[src/rtl/acc_alu_pkg.sv]
package acc_alu_pkg;
    localparam int WORD   = 8;
    localparam int OPBITS = 5;

    typedef enum logic [OPBITS-1:0] {
        OP_ADD  = 5'd0,  OP_ADDC = 5'd1,  OP_SUBB = 5'd2,  OP_INC  = 5'd3,
        OP_DEC  = 5'd4,  OP_MUL  = 5'd5,  OP_DIV  = 5'd6,  OP_DA   = 5'd7,
        OP_AND  = 5'd8,  OP_OR   = 5'd9,  OP_XOR  = 5'd10, OP_CPL  = 5'd11,
        OP_CLR  = 5'd12, OP_RL   = 5'd13, OP_RLC  = 5'd14, OP_RR   = 5'd15,
        OP_RRC  = 5'd16, OP_SWAP = 5'd17, OP_XCHD = 5'd18
    } alu_op_e;

    typedef struct packed {
        logic cy;
        logic ac;
        logic ov;
    } psw_t;

    typedef struct packed {
        logic [WORD-1:0] acc;
        logic [WORD-1:0] breg;
        logic [WORD-1:0] opnd;
        psw_t            psw;
    } alu_res_t;

    function automatic logic keeps_all_flags(input logic [OPBITS-1:0] op);
        case (op)
            OP_INC, OP_DEC, OP_AND, OP_OR, OP_XOR, OP_CPL,
            OP_CLR, OP_RL, OP_RR, OP_SWAP, OP_XCHD: return 1'b1;
            default: return op > OP_XCHD;
        endcase
    endfunction

    function automatic logic uses_adder(input logic [OPBITS-1:0] op);
        return (op == OP_ADD) || (op == OP_ADDC) || (op == OP_SUBB);
    endfunction
endpackage

[src/rtl/alu_addsub.sv]
module alu_addsub #(
    parameter int DW = acc_alu_pkg::WORD
) (
    input  logic [DW-1:0] a,
    input  logic [DW-1:0] b,
    input  logic          cin,
    input  logic          sub,
    output logic [DW-1:0] sum,
    output logic          cy,
    output logic          ac,
    output logic          ov
);
    localparam int NIB = DW / 2;

    logic [DW-1:0] b_eff;
    logic          ci;
    logic [DW:0]   full;
    logic [NIB:0]  low;
    logic [DW-1:0] below;

    always_comb begin
        b_eff = sub ? ~b : b;
        ci    = cin ^ sub;
        full  = {1'b0, a} + {1'b0, b_eff} + {{DW{1'b0}}, ci};
        low   = {1'b0, a[NIB-1:0]} + {1'b0, b_eff[NIB-1:0]} + {{NIB{1'b0}}, ci};
        below = {1'b0, a[DW-2:0]} + {1'b0, b_eff[DW-2:0]} + {{(DW-1){1'b0}}, ci};
        sum   = full[DW-1:0];
        cy    = full[DW] ^ sub;
        ac    = low[NIB] ^ sub;
        ov    = below[DW-1] ^ full[DW];
    end
endmodule

[src/rtl/alu_muldiv.sv]
module alu_muldiv #(
    parameter int DW = acc_alu_pkg::WORD
) (
    input  logic [DW-1:0] a,
    input  logic [DW-1:0] b,
    output logic [DW-1:0] prod_hi,
    output logic [DW-1:0] prod_lo,
    output logic [DW-1:0] quo,
    output logic [DW-1:0] rem,
    output logic          div_zero
);
    logic [2*DW-1:0] prod;
    logic [DW:0]     trial;
    logic [DW-1:0]   part;

    assign prod     = {{DW{1'b0}}, a} * {{DW{1'b0}}, b};
    assign prod_hi  = prod[2*DW-1:DW];
    assign prod_lo  = prod[DW-1:0];
    assign div_zero = (b == '0);

    // restoring division, one quotient bit per unrolled step
    always_comb begin
        part  = '0;
        quo   = '0;
        trial = '0;
        for (int i = DW - 1; i >= 0; i--) begin
            trial = {part, a[i]};
            if (trial >= {1'b0, b}) begin
                trial  = trial - {1'b0, b};
                quo[i] = 1'b1;
            end
            part = trial[DW-1:0];
        end
        rem = part;
    end
endmodule

[src/rtl/alu_decadj.sv]
module alu_decadj #(
    parameter int DW = acc_alu_pkg::WORD
) (
    input  logic [DW-1:0] a,
    input  logic          cy,
    input  logic          ac,
    output logic [DW-1:0] res,
    output logic          cy_o
);
    localparam int NIB = DW / 2;
    localparam logic [DW:0] FIX_LO = (DW+1)'(6);
    localparam logic [DW:0] FIX_HI = (DW+1)'(6) << NIB;
    localparam logic [NIB-1:0] DIGMAX = NIB'(9);

    logic          lo_fix, hi_fix;
    logic [DW:0]   step1, step2;

    always_comb begin
        lo_fix = (a[NIB-1:0] > DIGMAX) || ac;
        step1  = {1'b0, a} + (lo_fix ? FIX_LO : '0);
        hi_fix = step1[DW] || cy || (step1[DW-1:NIB] > DIGMAX);
        step2  = step1 + (hi_fix ? FIX_HI : '0);
        res    = step2[DW-1:0];
        cy_o   = cy | step1[DW] | step2[DW];
    end
endmodule

[src/rtl/alu_bitops.sv]
module alu_bitops #(
    parameter int DW = acc_alu_pkg::WORD
) (
    input  logic [acc_alu_pkg::OPBITS-1:0] op,
    input  logic [DW-1:0]                  a,
    input  logic [DW-1:0]                  opnd,
    input  logic                           cy,
    output logic [DW-1:0]                  res,
    output logic [DW-1:0]                  opnd_res,
    output logic                           cy_o
);
    import acc_alu_pkg::*;
    localparam int NIB = DW / 2;

    always_comb begin
        res      = a;
        opnd_res = opnd;
        cy_o     = cy;
        case (op)
            OP_INC:  res = a + DW'(1);
            OP_DEC:  res = a - DW'(1);
            OP_AND:  res = a & opnd;
            OP_OR:   res = a | opnd;
            OP_XOR:  res = a ^ opnd;
            OP_CPL:  res = ~a;
            OP_CLR:  res = '0;
            OP_RL:   res = {a[DW-2:0], a[DW-1]};
            OP_RR:   res = {a[0], a[DW-1:1]};
            OP_RLC: begin
                res  = {a[DW-2:0], cy};
                cy_o = a[DW-1];
            end
            OP_RRC: begin
                res  = {cy, a[DW-1:1]};
                cy_o = a[0];
            end
            OP_SWAP: res = {a[NIB-1:0], a[DW-1:NIB]};
            OP_XCHD: begin
                res      = {a[DW-1:NIB], opnd[NIB-1:0]};
                opnd_res = {opnd[DW-1:NIB], a[NIB-1:0]};
            end
            default: ;
        endcase
    end
endmodule

[src/rtl/acc_alu.sv]
module acc_alu
    import acc_alu_pkg::*;
(
    input  logic              clk,
    input  logic              rst,
    input  logic              op_valid,
    input  logic [OPBITS-1:0] op_sel,
    input  logic [WORD-1:0]   acc_in,
    input  logic [WORD-1:0]   breg_in,
    input  logic [WORD-1:0]   opnd_in,
    input  logic              cy_in,
    input  logic              ac_in,
    input  logic              ov_in,
    output logic              res_valid,
    output logic [WORD-1:0]   acc_out,
    output logic [WORD-1:0]   breg_out,
    output logic [WORD-1:0]   opnd_out,
    output logic              cy_out,
    output logic              ac_out,
    output logic              ov_out
);
    logic [WORD-1:0] as_sum;
    logic            as_cy, as_ac, as_ov, as_cin, as_sub;
    logic [WORD-1:0] md_hi, md_lo, md_quo, md_rem;
    logic            md_dz;
    logic [WORD-1:0] da_res;
    logic            da_cy;
    logic [WORD-1:0] bo_res, bo_opnd;
    logic            bo_cy;
    alu_res_t        nxt, cur;

    assign as_sub = (op_sel == OP_SUBB);
    assign as_cin = (op_sel == OP_ADD) ? 1'b0 : cy_in;

    alu_addsub #(.DW(WORD)) u_addsub (
        .a(acc_in), .b(opnd_in), .cin(as_cin), .sub(as_sub),
        .sum(as_sum), .cy(as_cy), .ac(as_ac), .ov(as_ov)
    );

    alu_muldiv #(.DW(WORD)) u_muldiv (
        .a(acc_in), .b(breg_in), .prod_hi(md_hi), .prod_lo(md_lo),
        .quo(md_quo), .rem(md_rem), .div_zero(md_dz)
    );

    alu_decadj #(.DW(WORD)) u_decadj (
        .a(acc_in), .cy(cy_in), .ac(ac_in), .res(da_res), .cy_o(da_cy)
    );

    alu_bitops #(.DW(WORD)) u_bitops (
        .op(op_sel), .a(acc_in), .opnd(opnd_in), .cy(cy_in),
        .res(bo_res), .opnd_res(bo_opnd), .cy_o(bo_cy)
    );

    always_comb begin
        nxt.acc    = bo_res;
        nxt.breg   = breg_in;
        nxt.opnd   = bo_opnd;
        nxt.psw.cy = bo_cy;
        nxt.psw.ac = ac_in;
        nxt.psw.ov = ov_in;
        if (uses_adder(op_sel)) begin
            nxt.acc = as_sum;
            nxt.psw = '{cy: as_cy, ac: as_ac, ov: as_ov};
        end else if (op_sel == OP_MUL) begin
            nxt.acc    = md_lo;
            nxt.breg   = md_hi;
            nxt.psw.cy = 1'b0;
            nxt.psw.ov = (md_hi != '0);
        end else if (op_sel == OP_DIV) begin
            if (!md_dz) begin
                nxt.acc  = md_quo;
                nxt.breg = md_rem;
            end
            nxt.psw.cy = 1'b0;
            nxt.psw.ov = md_dz;
        end else if (op_sel == OP_DA) begin
            nxt.acc    = da_res;
            nxt.psw.cy = da_cy;
        end
    end

    always_ff @(posedge clk) begin
        if (rst) begin
            res_valid <= 1'b0;
            cur       <= '0;
        end else begin
            res_valid <= op_valid;
            if (op_valid) cur <= nxt;
        end
    end

    assign acc_out  = cur.acc;
    assign breg_out = cur.breg;
    assign opnd_out = cur.opnd;
    assign cy_out   = cur.psw.cy;
    assign ac_out   = cur.psw.ac;
    assign ov_out   = cur.psw.ov;

    // a request produces a result strobe one cycle later
    a_r1_valid_latency: assert property (@(posedge clk) disable iff (rst)
        op_valid |=> res_valid);

    // flag-preserving operations return the incoming flags
    a_r5_flags_kept: assert property (@(posedge clk) disable iff (rst)
        (op_valid && keeps_all_flags(op_sel)) |=>
        (cy_out == $past(cy_in) && ac_out == $past(ac_in) && ov_out == $past(ov_in)));

    // multiply result pair equals the product of the inputs
    a_r6_mul_product: assert property (@(posedge clk) disable iff (rst)
        (op_valid && op_sel == OP_MUL) |=>
        ({breg_out, acc_out} == ({8'd0, $past(acc_in)} * {8'd0, $past(breg_in)})));

    // divide always clears carry
    a_r7_div_clears_carry: assert property (@(posedge clk) disable iff (rst)
        (op_valid && op_sel == OP_DIV) |=> !cy_out);

    // zero divisor flagged through OV
    a_r8_div_zero_ov: assert property (@(posedge clk) disable iff (rst)
        (op_valid && op_sel == OP_DIV && breg_in == '0) |=> ov_out);

    // decimal adjust never clears an incoming carry
    a_r9_da_carry_sticky: assert property (@(posedge clk) disable iff (rst)
        (op_valid && op_sel == OP_DA && cy_in) |=> cy_out);

    // B passes through for everything but multiply and divide
    a_r12_breg_pass: assert property (@(posedge clk) disable iff (rst)
        (op_valid && op_sel != OP_MUL && op_sel != OP_DIV) |=> (breg_out == $past(breg_in)));
endmodule

[config.mk]
export PLATFORM = sky130hd
export DESIGN_NAME = acc_alu
export DESIGN_NICKNAME = d
export VERILOG_FILES = /design/src/rtl/acc_alu_pkg.sv /design/src/rtl/alu_addsub.sv /design/src/rtl/alu_muldiv.sv /design/src/rtl/alu_decadj.sv /design/src/rtl/alu_bitops.sv /design/src/rtl/acc_alu.sv
export SDC_FILE = /design/constraint.sdc
export NUM_CORES = 1
export LEC_CHECK = 0
export BUFFER_PORTS_ARGS = -buffer_cell sky130_fd_sc_hd__buf_2
export CELL_PAD_IN_SITES_DETAIL_PLACEMENT = 1
export CELL_PAD_IN_SITES_GLOBAL_PLACEMENT = 1
export CORE_ASPECT_RATIO = 1.5
export CORE_MARGIN = 5
export CORE_UTILIZATION = 33
export DETAILED_ROUTE_END_ITERATION = 10
export GPL_ROUTABILITY_DRIVEN = 0
export PLACE_DENSITY = 0.69
export SLEW_MARGIN = 30
export SYNTH_ARGS = -nofsm -noshare
export SYNTH_HDL_FRONTEND = slang
export SYNTH_SLANG_ARGS = --single-unit
[constraint.sdc]
create_clock -name clk -period 23.5 [get_ports clk]
set_clock_uncertainty 0.15 [all_clocks]
set_input_delay 2.35 -clock clk [delete_from_list [all_inputs] [get_ports clk]]
set_output_delay 2.35 -clock clk [all_outputs]
set_load 0.01 [all_outputs]
======== Word level (Yosys, flattened, before mapping) ========
Index checks and enable logic that the tools add are counted.
cells by class
  add/subtract/negate cells ............... 18
  multiply operators ...................... 1
  $lt $le $gt $ge ......................... 10
  equality and inequality tests ........... 18
  multiplexer cells ....................... 38
  bitwise operators ....................... 11
  reduce and logical (&&, ||, !) cells .... 8
operators by type and width
  operator                                             number
  two-way mux 8 bit                                    14
  one-hot mux 8 bit (13 select lines)                  1
  greater-or-equal comparator 9 x 8 -> 1 bit           7
  subtractor 8 bit                                     7
  equality test 5 x 4 -> 1 bit, second input constant  8
  two-way mux 16 bit                                   2
  equality test 5 x 3 -> 1 bit, second input constant  4
  two-way mux 1 bit                                    17
  multiplier 8 x 8 -> 16 bit                           1
  NOT 8 bit                                            2
  equality test 5 bit, second input constant           3
  equality test 5 x 2 -> 1 bit, second input constant  2
  adder 8 x 8 -> 9 bit                                 1
  adder 8 x 9 -> 9 bit                                 1
  adder 9 x 1 -> 9 bit                                 1
  adder 9 bit                                          1
  adder 7 x 7 -> 8 bit                                 1
  adder 8 x 1 -> 8 bit                                 1
  adder 8 x 1 -> 8 bit, second input constant          1
  bitwise AND 8 bit                                    1
  greater-or-equal comparator 1 x 8 -> 1 bit           1
  > comparator 4 bit, second input constant            2
  logical NOT 8 bit                                    1
  OR 8 bit                                             1
  other kinds (15)                                     23
word-level totals
  register bits ........................... 28
  input port bits ......................... 35
  output and inout bits ................... 28
  logic and storage cells ................. 111

======== Depth between registers and ports, before layout ========
  word-level depth ........................ 20
  gate-level depth with buffers ........... 85
  mapped depth without buffers ............ 80

======== By module ========
From an unflattened synthesis, not the netlist that was laid out.
unflattened totals
  cell total of the unflattened synthesis .. 1253
  area total of the unflattened synthesis .. 9577.9 µm²
modules (own cells, without submodules)
  module      times used  cells each  area each (µm²)  sequential area each (µm²)
  alu_muldiv  1           686         5275.1           0.0
  acc_alu     1           229         1888.1           560.5
  alu_bitops  1           248         1674.1           0.0
  alu_addsub  1           54          444.2            0.0
  alu_decadj  1           36          296.5            0.0

======== Worst setup path after synthesis ========
Ideal clock, no wire load.
  path kind ............................... input -> register
  from .................................... input acc_in[7]
  to ...................................... register cur, in the netlist breg_out[4]
  library setup time ...................... 0.103 ns
  arrival time ............................ 17.153 ns
  data required time ...................... 23.247 ns
  path slack .............................. 6.093 ns
  stages on the path ...................... 80
  path buffers ............................ 5
  path through ............................ clkbuf_1 > inv_2 > ha_1 > nor2b_2 > o211ai_4 > nor2_1 > a21oi_1 > inv_1 > ha_1 > nand3b_1 > a21oi_2 > o21a_4 > or2_1 > buf_2 > o21ai_0 > inv_1 > ha_1 > nor2b_1 > [... 44 more ...] > o211ai_1 > a21oi_1 > o211ai_2 > buf_6 > a21oi_1 > ha_1 > a21o_1 > a21o_1 > a21o_1 > a21o_1 > a21o_1 > a21oi_1 > o21ai_0 > a21oi_1 > nor3b_4 > a22o_4 > a211oi_1 > a2111oi_2
on the way
  longest elaborated chain between the ends .. 20
  elaborated cells between the ends (all ways) .. 29
  those cells by class .................... 8 x add/sub; 1 x mul; 8 x order compare; 12 x mux
ends and longest elaborated chain
  item                                                                                            RTL line                            text
  from (decl)                                                                                     acc_alu.sv:8                        input logic [WORD-1:0] acc_in,
  subtractor 1 x 8 -> 8 bit / greater-or-equal comparator 1 x 8 -> 1 bit (equally long branches)  alu_muldiv.sv:29, alu_muldiv.sv:28
  two-way mux 8 bit                                                                               alu_muldiv.sv:28                    if (trial >= {1'b0, b}) begin
  subtractor 8 bit / greater-or-equal comparator 9 x 8 -> 1 bit (equally long branches)           alu_muldiv.sv:29, alu_muldiv.sv:28
  two-way mux 8 bit                                                                               alu_muldiv.sv:28
  subtractor 8 bit / greater-or-equal comparator 9 x 8 -> 1 bit (equally long branches)           alu_muldiv.sv:29, alu_muldiv.sv:28
  two-way mux 8 bit                                                                               alu_muldiv.sv:28
  subtractor 8 bit / greater-or-equal comparator 9 x 8 -> 1 bit (equally long branches)           alu_muldiv.sv:29, alu_muldiv.sv:28
  two-way mux 8 bit                                                                               alu_muldiv.sv:28
  [... 4 more ...]                                                                                -
  subtractor 8 bit / greater-or-equal comparator 9 x 8 -> 1 bit (equally long branches)           alu_muldiv.sv:29, alu_muldiv.sv:28
  two-way mux 8 bit                                                                               alu_muldiv.sv:28
  greater-or-equal comparator 9 x 8 -> 1 bit / subtractor 8 bit (equally long branches)           alu_muldiv.sv:28, alu_muldiv.sv:29
  two-way mux 8 bit                                                                               alu_muldiv.sv:28
  two-way mux 16 bit                                                                              acc_alu.sv:70                       if (!md_dz) begin
  two-way mux 8 bit                                                                               acc_alu.sv:69                       end else if (op_sel == OP_DIV) begin
  two-way mux 16 bit *                                                                            acc_alu.sv:64                       end else if (op_sel == OP_MUL) begin
  two-way mux 8 bit *                                                                             acc_alu.sv:61                       if (uses_adder(op_sel)) begin
  to (signal assigned)                                                                            acc_alu.sv:88                       if (op_valid) cur <= nxt;
  to (decl)                                                                                       acc_alu.sv:30                       alu_res_t nxt, cur;
Mark *: on every way between the ends. The rest lies on a longest branch, timed or not.
A chain may end at the register's enable or synchronous reset.

======== Worst setup path after layout ========
  from .................................... input breg_in[1]
  to ...................................... register cur, in the netlist breg_out[4]
on the way
  longest elaborated chain between the ends .. 20
  elaborated cells between the ends (all ways) .. 30
  those cells by class .................... 8 x add/sub; 1 x mul; 8 x order compare; 12 x mux; 1 x reduce/logical
ends and longest elaborated chain
  item                                                                                            RTL line                            text
  from (decl)                                                                                     acc_alu.sv:9                        input logic [WORD-1:0] breg_in,
  subtractor 1 x 8 -> 8 bit / greater-or-equal comparator 1 x 8 -> 1 bit (equally long branches)  alu_muldiv.sv:29, alu_muldiv.sv:28
  two-way mux 8 bit                                                                               alu_muldiv.sv:28
  subtractor 8 bit / greater-or-equal comparator 9 x 8 -> 1 bit (equally long branches)           alu_muldiv.sv:29, alu_muldiv.sv:28
  two-way mux 8 bit                                                                               alu_muldiv.sv:28
  subtractor 8 bit / greater-or-equal comparator 9 x 8 -> 1 bit (equally long branches)           alu_muldiv.sv:29, alu_muldiv.sv:28
  two-way mux 8 bit                                                                               alu_muldiv.sv:28
  subtractor 8 bit / greater-or-equal comparator 9 x 8 -> 1 bit (equally long branches)           alu_muldiv.sv:29, alu_muldiv.sv:28
  two-way mux 8 bit                                                                               alu_muldiv.sv:28
  [... 4 more ...]                                                                                -
  subtractor 8 bit / greater-or-equal comparator 9 x 8 -> 1 bit (equally long branches)           alu_muldiv.sv:29, alu_muldiv.sv:28
  two-way mux 8 bit                                                                               alu_muldiv.sv:28
  greater-or-equal comparator 9 x 8 -> 1 bit / subtractor 8 bit (equally long branches)           alu_muldiv.sv:28, alu_muldiv.sv:29
  two-way mux 8 bit                                                                               alu_muldiv.sv:28
  two-way mux 16 bit                                                                              acc_alu.sv:70
  two-way mux 8 bit                                                                               acc_alu.sv:69
  two-way mux 16 bit *                                                                            acc_alu.sv:64
  two-way mux 8 bit *                                                                             acc_alu.sv:61
Marked as above.

==> impl_metrics.csv <==
group,metric,value,unit
outcome,result_of_the_run,"completed",
pwr,clock_power_share,7.7,%
detailed_routing,drt_iter0_markers,389,
setup_path,critical_path_buffers_and_inverters,8,
synthesis,synth_seq_cells,28,
synthesis,async_reset_ff_share,0,%
setup_path,crit-reg2reg-launch,"breg_out[1]$_SDFFE_PP0P_",
place,portBuffers,62,
pwr,sequential_share_of_power,8.1,%
synthesis,postSynthAreaPerCell,7.78,um2
global_route,maximum_number_of_pins_on_one_net_before_global_route_repair,53,
synthesis,yosys_most_used_dff,"dfxtp_1",
finish,post_route_cells_drive_above_1_share,11.8,%
synthesis,syn_inst,1106,
global_route,grt_pass1_vias,9276,
global_route,globalRouteOverflowTotal,0,
cts,post_cts.repair.setup_buffers,0,
cts,clock_tree.buffer_depth,2,
flow_run,max_cap_viol_count,0,
pwr,switching_power,343,uW
synthesis,synth-edff-count,0,
sta,min_cycle_time_layout,19.89,ns
setup_path,crit_arrival,19.91,ns
sta,hold_viol_final,0,
cts,clock-sinks,28,
detailed_routing,totalWireLength,32400,um
setup_path,timing_worst_setup_path_type,"in2reg",
floorplan,core_region_area,25800,um2
finish,layout.nets,1367,
setup_path,cell_with_the_largest_stage_delay_on_the_worst_path,"clkinv_1",
sta,rsz_0062_raised_after_global_routing,"no",
detailed_routing,number_of_remaining_drc_errors,0,
synthesis,synth_warnings,0,
sta,max_transition_viols_final,0,
place,post-place-cells,1477,
floorplan,ioPinCount,63,
global_route,grt_pass1_wl,50700,um
sta,worst_slew_margin_rel,33.8,%
setup_path,cp_max_fo,16,
floorplan,effective_utilization_at_floorplan,33.4,%
detailed_routing,detailroute.wirelength.met3,1090,um
setup_path,required_time_of_the_worst_setup_path,23.52,ns
detailed_routing,via_per_inst,5.80,
cts,cts_resized,0,
cts,tritoncts_clock_tree,"done",
detailed_routing,wl_per_cell,21.9,um
pwr,irDropWorstVdd,44.8,uV
cts,numCtsBuffers,3,
setup_path,crit_family,"compound AO/OA/AOI/OAI gates",
floorplan,fp-row-count,72,
finish,final_cells,1481,
finish,syn2layout_area_growth,8.91,%
pwr,static-leakage-power,0.00447,uW
global_route,all_layer_gr_usage,21.6,%
sta,setup_violations,0,
setup_path,slowest_delay,0.65,ns
pwr,internal-power,334,uW
sta,slew_of_the_pin_with_the_lowest_slew_margin,0.987,ns
detailed_routing,met2WireLength,17400,um
detailed_routing,max_layer_used,"met5",
cts,clock_tree.root_cell,"clkbuf_16",
synthesis,synth_nets,1324,
cts,clock_transition_time_at_the_flip_flop_clock_pins_of_the_worst_setup_and_hold_paths,0.08,ns
setup_path,worst_setup_path_end_kind,"flop",
cts,htree_levels,1,
floorplan,floorplan.die_area,29500,um2
synthesis,yosys.cell_types.count,94,
pwr,power-per-cell-area,72.2,nW/um2
setup_path,start_kind,"input pin",
worst_hold_path,holdCritPathClass,"reg2reg",
pwr,p_sw_share,50.6,%
setup_path,setup.worst_path.start,"breg_in[1]",
pwr,totalPowerFinal,677,uW
floorplan,floorplan.die.width,142,um
sta,sum_neg_setup_slack,0,ns
floorplan,floorplan.die.height,208,um
pwr,combinationalPowerShare,84.2,%
finish,number_of_diodes,0,
cts,hold_buffers,0,
synthesis,synth_seq_area_share,6.51,%
sta,final.period_utilization,84.6,%
detailed_routing,vias,8588,
cts,worst_skew_pair.late_latency,0.26,ns
detailed_routing,drt_pass1_iterations,5,
place,hpwlAfterDp,26200,um
detailed_routing,ant_nets,0,
sta,achievable-frequency,0.0503,GHz
setup_path,worst_path_most_repeated_cell,"o21ai_0",
detailed_routing,route.layer.met1.wl,12300,um
synthesis,syn-cell-area,8610,um2
worst_hold_path,hold_path.startpoint,"acc_out[5]$_SDFFE_PP0P_",
global_route,antenna_found_initial,1,
[layout make-up]
class / instances / area (um2)
well taps: 333 / 417
clock inverters: 1 / 30.0
fillers: 3208 / 16400
inverters: 116 / 435
flip-flops and latches: 28 / 561
clock buffers: 3 / 75.1
multi-input cells: 924 / 7440
repair buffers: 76 / 415
[metrics by stage]
| step | util [%] | setup WS, ns | instance area [um2] | hold WS, ns |
|---|---|---|---|---|
| after floorplan | - | 6.09 | 8610 | 0.341 |
| after CTS | 36.4 | 3.65 | 9370 | 0.333 |
| after global routing | 36.4 | 2.01 | 9380 | 0.362 |
| after detailed placement | 36.0 | 3.41 | 9270 | 0.320 |
| final | 36.4 | 3.61 | 9380 | 0.331 |
| after global placement | 36.0 | 4.14 | 9270 | 0.306 |
[worst register-to-register path: stages, from the launching register on]
cell and delay (ns):
dfxtp_1 0.39, nor2_1 0.06, a311oi_1 0.34, nand2_1 0.10, o2bb2ai_1 0.14
[power by group through the flow]
stage,combinational (uW),sequential (uW),clock (uW)
after floorplan,435,57.6,0
after CTS,573,54.9,53.1
after detailed placement,569,56.0,0
after global routing,633,55.3,54.2
after global placement,551,55.9,0
final,570,54.9,52.1
[layout by cell type, fill, tap and decap left out, drive strengths merged, types with 24 or more instances in the layout]
cell type,netlist,layout
ha,135,135
inv,114,114
nor2,113,113
nand2,89,89
buf,9,76
a21oi,65,65
o21ai,63,63
xnor2,52,52
fa,48,48
dfxtp,28,28
a21o,26,26
nor3,24,24
[final timing paths]
kind	end	slack (ns)	cells past startpoint
worst max-delay path	breg_out[4]$_SDFFE_PP0P_	3.61	75
worst min-delay path	acc_out[5]$_SDFFE_PP0P_	0.33	2
worst max register to register	breg_out[1]$_SDFFE_PP0P_	22.25	4
worst min register to register	acc_out[5]$_SDFFE_PP0P_	0.33	2
[kinds of logic (layout without fill, tap and decap cells)]
family	after synthesis	in the layout	synth area share, %
xor+xnor	69	69	7.02
flops	28	28	6.51
fa+ha+maj	183	183	30.8
compound gates	300	300	24.7
buf+inv	154	196	7.15
simple gates	330	330	18.6
mux	42	42	5.31
[state kept, by name (all words and copies together) (netlist names)]
| register | count |
|---|---|
| breg_out | 8 |
| opnd_out | 8 |
| acc_out | 8 |
| res_valid | 1 |
| cy_out | 1 |
| ov_out | 1 |
| ac_out | 1 |
[routing by layer]
layer,track usage (%),vias to the layer above
li1,-,4021
met1,23.2,4270
met2,42.1,212
met3,1.82,83
met4,8.74,2
met5,0,-
[cell usage after synthesis (21+ instances only)]
cell type	n	area share (%)
clkbuf_1	29	1.3
a21oi_1	63	3.7
xnor2_1	52	5.3
inv_1	113	4.9
ha_1	135	20
nor2_1	112	4.9
a21o_1	26	2.3
dfxtp_1	28	6.5
mux2i_1	22	2.6
nor3_1	24	1.4
nor2b_1	21	1.5
fa_1	48	11
o21ai_0	59	3.4
nand2_1	88	3.8
(Power assumes the default switching activity.)
